**src/rtl/i2c_strap_slave.sv**
```systemverilog
module i2c_strap_slave #(
  parameter int unsigned FILT_LEN = 3,
  parameter logic [4:0]  ADDR_HI  = 5'b00111
) (
  input  logic       clk,
  input  logic       rst_n,
  input  logic       scl_i,
  input  logic       sda_i,
  output logic       sda_oe,
  input  logic       strap_a1,
  input  logic       strap_a2,
  output logic [7:0] rx_data,
  output logic       rx_valid,
  output logic       rd_req,
  input  logic [7:0] tx_data
);

  typedef enum logic [2:0] {
    ST_IDLE, ST_ADDR, ST_AACK, ST_WR, ST_WACK, ST_RD, ST_RACK, ST_HOLD
  } st_t;

  logic [1:0] scl_sy, sda_sy;
  logic [FILT_LEN-1:0] scl_h, sda_h;
  logic scl_q, sda_q, scl_p, sda_p;
  st_t  st;
  logic [3:0] cnt;
  logic [7:0] sr, txsr;
  logic mack;

  always_ff @(posedge clk or negedge rst_n) begin
    if (!rst_n) begin
      scl_sy <= 2'b11; sda_sy <= 2'b11;
      scl_h <= '1; sda_h <= '1;
      scl_q <= 1'b1; sda_q <= 1'b1;
      scl_p <= 1'b1; sda_p <= 1'b1;
    end else begin
      scl_sy <= {scl_sy[0], scl_i};
      sda_sy <= {sda_sy[0], sda_i};
      scl_h  <= {scl_h[FILT_LEN-2:0], scl_sy[1]};
      sda_h  <= {sda_h[FILT_LEN-2:0], sda_sy[1]};
      if (&scl_h) scl_q <= 1'b1; else if (~|scl_h) scl_q <= 1'b0;
      if (&sda_h) sda_q <= 1'b1; else if (~|sda_h) sda_q <= 1'b0;
      scl_p <= scl_q;
      sda_p <= sda_q;
    end
  end

  wire start_det = scl_q & scl_p & sda_p & ~sda_q;
  wire stop_det  = scl_q & scl_p & ~sda_p & sda_q;
  wire scl_rise  = scl_q & ~scl_p;
  wire scl_fall  = ~scl_q & scl_p;
  wire addr_hit  = sr[7:1] == {ADDR_HI, strap_a2, strap_a1};
  wire [7:0] sr_nx = {sr[6:0], sda_q};

  always_ff @(posedge clk or negedge rst_n) begin
    if (!rst_n) begin
      st <= ST_IDLE; cnt <= '0; sr <= '0; txsr <= '0; mack <= 1'b0;
      sda_oe <= 1'b0; rx_data <= '0; rx_valid <= 1'b0; rd_req <= 1'b0;
    end else begin
      rx_valid <= 1'b0;
      rd_req   <= 1'b0;
      if (stop_det) begin
        st <= ST_IDLE;
        sda_oe <= 1'b0;
      end else if (start_det) begin
        sda_oe <= 1'b0;
        cnt <= '0;
        st <= (st == ST_IDLE) ? ST_ADDR : ST_HOLD;
      end else if (scl_rise) begin
        case (st)
          ST_ADDR, ST_WR: begin
            sr  <= sr_nx;
            cnt <= cnt + 4'd1;
            if (st == ST_WR && cnt == 4'd7) begin
              rx_data  <= sr_nx;
              rx_valid <= 1'b1;
            end
          end
          ST_RACK: begin
            mack   <= ~sda_q;
            rd_req <= ~sda_q;
          end
          default: ;
        endcase
      end else if (scl_fall) begin
        case (st)
          ST_ADDR: if (cnt == 4'd8) begin
            cnt <= '0;
            if (addr_hit) begin
              st <= ST_AACK;
              sda_oe <= 1'b1;
              rd_req <= sr[0];
            end else begin
              st <= ST_HOLD;
            end
          end
          ST_WR: if (cnt == 4'd8) begin
            cnt <= '0;
            st <= ST_WACK;
            sda_oe <= 1'b1;
          end
          ST_AACK: begin
            if (sr[0]) begin
              st <= ST_RD;
              sda_oe <= ~tx_data[7];
              txsr <= {tx_data[6:0], 1'b0};
            end else begin
              st <= ST_WR;
              sda_oe <= 1'b0;
            end
          end
          ST_WACK: begin
            st <= ST_WR;
            sda_oe <= 1'b0;
          end
          ST_RD: begin
            if (cnt == 4'd7) begin
              st <= ST_RACK;
              sda_oe <= 1'b0;
              cnt <= '0;
            end else begin
              sda_oe <= ~txsr[7];
              txsr <= {txsr[6:0], 1'b0};
              cnt <= cnt + 4'd1;
            end
          end
          ST_RACK: begin
            if (mack) begin
              st <= ST_RD;
              sda_oe <= ~tx_data[7];
              txsr <= {tx_data[6:0], 1'b0};
            end else begin
              st <= ST_HOLD;
            end
          end
          default: ;
        endcase
      end
    end
  end


  idle_release_chk: assert property (@(posedge clk) disable iff (!rst_n)
    stop_det |=> !sda_oe);


  rx_pulse_chk: assert property (@(posedge clk) disable iff (!rst_n)
    rx_valid |=> !rx_valid);


  pulse_excl_chk: assert property (@(posedge clk) disable iff (!rst_n)
    !(rx_valid && rd_req));


  oe_timing_chk: assert property (@(posedge clk) disable iff (!rst_n)
    !$stable(sda_oe) |-> $past(scl_fall || start_det || stop_det));


  hold_quiet_chk: assert property (@(posedge clk) disable iff (!rst_n)
    (st == ST_HOLD) |-> !sda_oe);

endmodule

```
**config.mk**
```make
export PLATFORM = sky130hd
export DESIGN_NAME = i2c_strap_slave
export DESIGN_NICKNAME = d
export VERILOG_FILES = /design/src/rtl/i2c_strap_slave.sv
export SDC_FILE = /design/constraint.sdc
export NUM_CORES = 1
export LEC_CHECK = 0
export ABC_AREA = 1
export BUFFER_PORTS_ARGS = -buffer_cell sky130_fd_sc_hd__buf_2
export CORE_UTILIZATION = 35
export CTS_CLUSTER_SIZE = 28
export DETAILED_ROUTE_END_ITERATION = 12
export HOLD_SLACK_MARGIN = 0.02
export PLACE_DENSITY_LB_ADDON = 0.3
export SYNTH_ARGS = -nofsm -noshare
export SYNTH_HDL_FRONTEND = slang
export SYNTH_SLANG_ARGS = --single-unit
```
**constraint.sdc**
```tcl
create_clock -name clk -period 5 [get_ports clk]
set_clock_uncertainty 0.15 [all_clocks]
set_input_delay 0.5 -clock clk [delete_from_list [all_inputs] [get_ports clk]]
set_output_delay 0.5 -clock clk [all_outputs]
set_load 0.01 [all_outputs]
```
## Word level (Yosys, flattened, before mapping)

Index checks and enable logic that the tools add are counted.
Widths: inputs -> output; s select.

- Logic and storage cells: 126
- Output and inout bits: 11
- Flip-flop bits (word level): 49
- Bits of input ports: 14

- $add $sub $neg: 1
- Bitwise operators: 16
- Reduce and logical (&&, ||, !) cells: 18
- Multiplexer cells: 51
- Eq/ne operators: 23

Operators by type and width:

| kind | number |
|---|---|
| $mux 3 | 10 |
| $mux 1 | 27 |
| $mux 4 | 6 |
| $mux 8 | 3 |
| $pmux 8 s3 | 1 |
| $pmux 3 s6 | 1 |
| $ne 4x4->1 const B | 4 |
| $ne 2x2->1 const B | 5 |
| $reduce_and 5->1 | 2 |
| $eq 3x3->1 const B | 3 |
| $not 1->1 | 9 |
| $reduce_bool 3->1 | 3 |
| $ne 4x3->1 const B | 2 |
| $pmux 4 s2 | 1 |
| $reduce_and 4->1 | 2 |
| $reduce_and 8->1 | 1 |
| $reduce_bool 8->1 | 1 |
| $and 1x1->1 | 7 |
| $eq 7x5->1 | 1 |
| $reduce_and 7->1 | 1 |
| $eq 3x2->1 const B | 2 |
| $ne 3x3->1 const B | 2 |
| $pmux 1 s6 | 1 |
| $reduce_and 3->1 | 2 |
| other kinds (11) | 12 |

## Logic depth before layout (Yosys ltp)

- Word-level depth: 8
- Gate-level depth with buffers: 11
- Depth with buffers taken out: 11

## Worst setup path before layout

No wires, ideal clock.

- Path type: flip-flop to flip-flop
- From: register scl_q
- To: register rx_data[3]
- Cell stages (with the launch flop): 9
- Arrival: 1.334 ns
- Buffers on the path: 1
- Library setup time: 0.118 ns
- Required time: 4.732 ns
- Period minus slack after synthesis: 1.601 ns
- Path slack: 3.399 ns
- Cells stage by stage: dfstp_2 inv_1 nor2_2 inv_1 nor3_2 inv_2 buf_6 nand2_1 o21ai_2

- Longest elaborated chain between the ends: 5
- Elaborated cells between the ends (all ways): 9
- Classes of those cells: bitwise (8); reduce/logical (1)

RTL lines:

| what | RTL line | source |
|---|---|---|
| from (decl) | 24 | `logic scl_q, sda_q, scl_p, sda_p;` |
| from (signal assigned) | 34 | `scl_q <= 1'b1; sda_q <= 1'b1;` |
| from (signal assigned) | 41 | `if (&scl_h) scl_q <= 1'b1; else if (~\|scl_h) scl_q <= 1'b0;` |
| $and 1x1->1 | 48, 49 |  |
| $and 1x1->1 (on tied branches) (2 in a row) | 49, 48 |  |
| $not 1->1 (no source line) | -- |  |
| $reduce_and 5->1 (no source line) (*) | -- |  |
| to (signal assigned) | 75 | `rx_data <= sr_nx;` |
| to (decl) | 12 | `output logic [7:0] rx_data,` |

Mark *: on every way between the ends. The rest lies on a longest branch, timed or not.
A chain may end at the register's enable or synchronous reset.

## Worst setup path after layout

- From: register scl_q
- To: register rx_data[4]

The elaborated chain is that of the path after synthesis.

==> results.tsv <==
metric	value	unit
outcome	finished clean	
CTS HTree Levels	2	
insertion delay to the later sink of the worst-skew pair	0.30	ns
cells along the critical path	inv_1 > nor2_2 > inv_1 > nor3_2 > inv_2 > nand2_1 > o21ai_2	
Static Leakage	1.235	nW
non-filler cells, final	348	
Syn Inst Count	246	
crit path launch type	flop	
RSZ-0062 raised after global routing	false	
root buf cell	sky130_fd_sc_hd__clkbuf_8	
fraction of the yosys area taken by sequential cells	54.35	%
flop-to-flop setup slack	3.19	ns
violation count after the first detailed-routing iteration	77	
pin count of the biggest net entering global routing	49	
number of nets still failing antenna checks after routing	0	
DIE HEIGHT	82.04	µm
post-synthesis sequential element count	48	
number of placement rows	28	
number of CTS-inserted buffers	5	
cell with the biggest individual delay on the critical path	sky130_fd_sc_hd__dfstp_2	
Post-Synthesis Mean Instance Area	9.114	µm²
drt wl/cell	11.83	µm
via count of the first global-routing pass	1507	
power per unit of standard cell area	495.7	nW/µm²
combined buffer and inverter count along the critical path	3	
slew of the pin with the lowest slew margin	1.036	ns
gr usage total	13.71	%
Final period util	36.23	%
via count of the routed design	1628	
minimum hold slack	0.1423	ns
number of max-capacitance violations reported	0	
routed vias/inst	4.678	
global route overflow	0	
worst r2r path cells	7	
timing-limited maximum frequency	0.5520	GHz
DP Worst Slack	3.189	ns
Final Hold Fails	0	
growth of design area from synthesis to finish	12.72	%
router iterations before antenna repair	4	
cell count of the worst hold path	1	
Critical Path Most Common Cell	sky130_fd_sc_hd__inv_1	
share of cells above drive strength 1	25.64	%
min-delay src	scl_i	
fraction of the core area covered by cells at the end of the flow	41.70	%
Synth cell types	29	
Core Area	6061	µm²
launch instance of the worst register-to-register path	scl_q	
max-slew violation total from the final report	0	
I/O Pins	25	
netlist area before placement	2242	µm²
first-pass GRT wire length	6872	µm
final worst slack	3.189	ns
initial core utilization	36.99	%
clock transition at the registers of the reported paths	0.08	ns
count of port buffers added during placement	24	
largest fanout on the critical path	16	
DPL Wire Length	2987	µm
number of nets at the end of the flow	288	
Top Family by Delay on Critical Path	flip-flops	
full die area	6731	µm²
total wirelength of the detailed-routed design	4118	µm
TritonCTS clock tree	yes	
worst max-slew margin expressed relative to the limit	30.94	%
buffer levels on the longest clock path	2	
worst vdd ir	0.2822	mV
Reg-to-Reg End	rx_data[4]	
min Tclk post-route	1.811	ns
final-report setup violation count	0	
Arrival @ worst endpoint	1.84	ns
total setup buffers inserted after CTS	0	
Die Span X	82.04	µm
Final TNS setup	0	ns
DRC	0	
Resized Gates After CTS	0	
type of the most critical hold path	in2reg	
hold-critical path endpoint	scl_sy[0]	
Placed Instances	340	
antenna violations before repair	0	
number of clock sinks seen by CTS	48	
kind of critical path	reg2reg	
biggest cell delay along the critical path	0.56	ns
CTS Hold Buffers Added	0	
data required time of the worst path	5.03	ns
Ant. Diodes	0	
net count after synthesis	262	
category of the worst setup path capture point	flop	
routability congestion estimate	0.8493	
number of synthesis warnings	0	
-- flip-flops by register name (all words and copies together) (netlist names) --
signal    count
cnt           4
mack          1
rd_req        1
rx_data       8
rx_valid      1
scl_h         3
scl_p         1
scl_q         1
scl_sy        2
sda_h         3
sda_oe        1
sda_p         1
sda_q         1
sda_sy        2
sr            8
st            3
txsr          7
-- worst max-delay path by stage --
stage,start,endpoint,depth (start not counted)
after CTS,scl_q,rx_data[4],7
after global placement,scl_q,rx_data[3],7
final,scl_q,rx_data[4],7
after detailed placement,scl_q,rx_data[4],7
after global routing,scl_q,rx_data[4],7
after floorplan,scl_q,rx_data[3],8
-- layout make-up --
type | count | area [µm²]
Clock buffer | 7 | 107.6
Multi-Input combinational cell | 162 | 859.6
Sequential cell | 48 | 1219
Tap cell | 75 | 93.84
Clock inverter | 1 | 8.758
Fill cell | 598 | 3533
Timing Repair Buffer | 24 | 120.1
Inverter | 31 | 118.9
-- worst reg2reg max path: cells and delay by family, from the launching register on --
kind            cells  cell delay (ns)
compound gates      1             0.06
buf+inv             3             0.40
flops               1             0.56
simple gates        3             0.53
-- cell families after synthesis --
group | after synthesis | share of synthesized area, %
and+or+nand+nor | 113 | 22.99
DFF | 48 | 54.35
AOI/OAI and AO/OA | 40 | 11.16
buffers and inverters | 36 | 7.310
muxes | 6 | 2.679
adders and majority gates | 2 | 1.116
xor gates and xnor gates | 1 | 0.3907
-- synth_stat cells --
cell type	instances	share of area (%)
sky130_fd_sc_hd__o21ai_2	11	4.3
sky130_fd_sc_hd__a22oi_1	1	0.33
sky130_fd_sc_hd__mux2i_1	6	2.7
sky130_fd_sc_hd__xor2_1	1	0.39
sky130_fd_sc_hd__nand4_4	1	0.95
sky130_fd_sc_hd__buf_6	3	1.5
sky130_fd_sc_hd__nand4_1	3	0.84
sky130_fd_sc_hd__nor2_1	10	1.7
sky130_fd_sc_hd__inv_2	3	0.50
sky130_fd_sc_hd__nand2_4	1	0.50
sky130_fd_sc_hd__nor2_8	1	0.89
sky130_fd_sc_hd__nor2_2	1	0.28
sky130_fd_sc_hd__o211ai_1	1	0.33
sky130_fd_sc_hd__nor3_1	6	1.3
sky130_fd_sc_hd__dfrtp_1	34	38
sky130_fd_sc_hd__clkbuf_1	1	0.17
sky130_fd_sc_hd__buf_4	1	0.33
sky130_fd_sc_hd__nand2_2	4	1.1
sky130_fd_sc_hd__o21ai_0	14	3.1
sky130_fd_sc_hd__o21ai_1	5	1.1
sky130_fd_sc_hd__a21oi_1	5	1.1
sky130_fd_sc_hd__dfstp_2	14	16
sky130_fd_sc_hd__o22ai_1	3	0.84
sky130_fd_sc_hd__nor3_2	1	0.45
sky130_fd_sc_hd__nand2_1	72	12
sky130_fd_sc_hd__inv_4	1	0.28
sky130_fd_sc_hd__nand3_1	13	2.9
sky130_fd_sc_hd__ha_1	2	1.1
sky130_fd_sc_hd__inv_1	27	4.5
-- routing by layer --
metal  vias to the layer above  GRT usage [%]  share of wire [%]
met5                         -              0                  0
met2                        25          20.58                 44
met4                         0          5.263               0.90
li1                        839              -                  -
met1                       760          18.94                 52
met3                         4          3.333                3.7
-- stage by stage --
step	power (mW)	cell area, µm²
floorplan	0.8993	2242
global placement	0.9789	2411
detailed placement	0.9839	2411
CTS	1.263	2527
global route	1.349	2527
finish	1.253	2527
-- cell usage in the layout (no fill, tap or decap) --
cell type	n
sky130_fd_sc_hd__buf_2	24
sky130_fd_sc_hd__xor2_1	1
sky130_fd_sc_hd__ha_1	2
sky130_fd_sc_hd__nand4_1	3
sky130_fd_sc_hd__nand3_1	13
sky130_fd_sc_hd__o211ai_1	1
sky130_fd_sc_hd__nand2_1	72
sky130_fd_sc_hd__dfrtp_1	34
sky130_fd_sc_hd__nand2_4	1
sky130_fd_sc_hd__o22ai_1	3
sky130_fd_sc_hd__dfstp_2	14
sky130_fd_sc_hd__o21ai_1	5
sky130_fd_sc_hd__inv_1	27
sky130_fd_sc_hd__nor3_2	1
sky130_fd_sc_hd__clkbuf_8	6
sky130_fd_sc_hd__nand2_2	4
sky130_fd_sc_hd__o21ai_2	11
sky130_fd_sc_hd__nor2_2	1
sky130_fd_sc_hd__clkbuf_16	1
sky130_fd_sc_hd__o21ai_0	14
sky130_fd_sc_hd__mux2i_1	6
sky130_fd_sc_hd__nor2_8	1
sky130_fd_sc_hd__a22oi_1	1
sky130_fd_sc_hd__clkinv_4	1
sky130_fd_sc_hd__nand4_4	1
sky130_fd_sc_hd__nor3_1	6
sky130_fd_sc_hd__inv_2	3
sky130_fd_sc_hd__inv_4	1
sky130_fd_sc_hd__nor2_1	10
sky130_fd_sc_hd__a21oi_1	5
-- where the power goes --
part           leakage (nW)  switching (mW)  internal, mW
logic                 0.579           0.271         0.146
clock network        0.0596           0.131         0.143
registers             0.597          0.0799         0.482
Note: power is estimated with default switching activity, not from simulation.
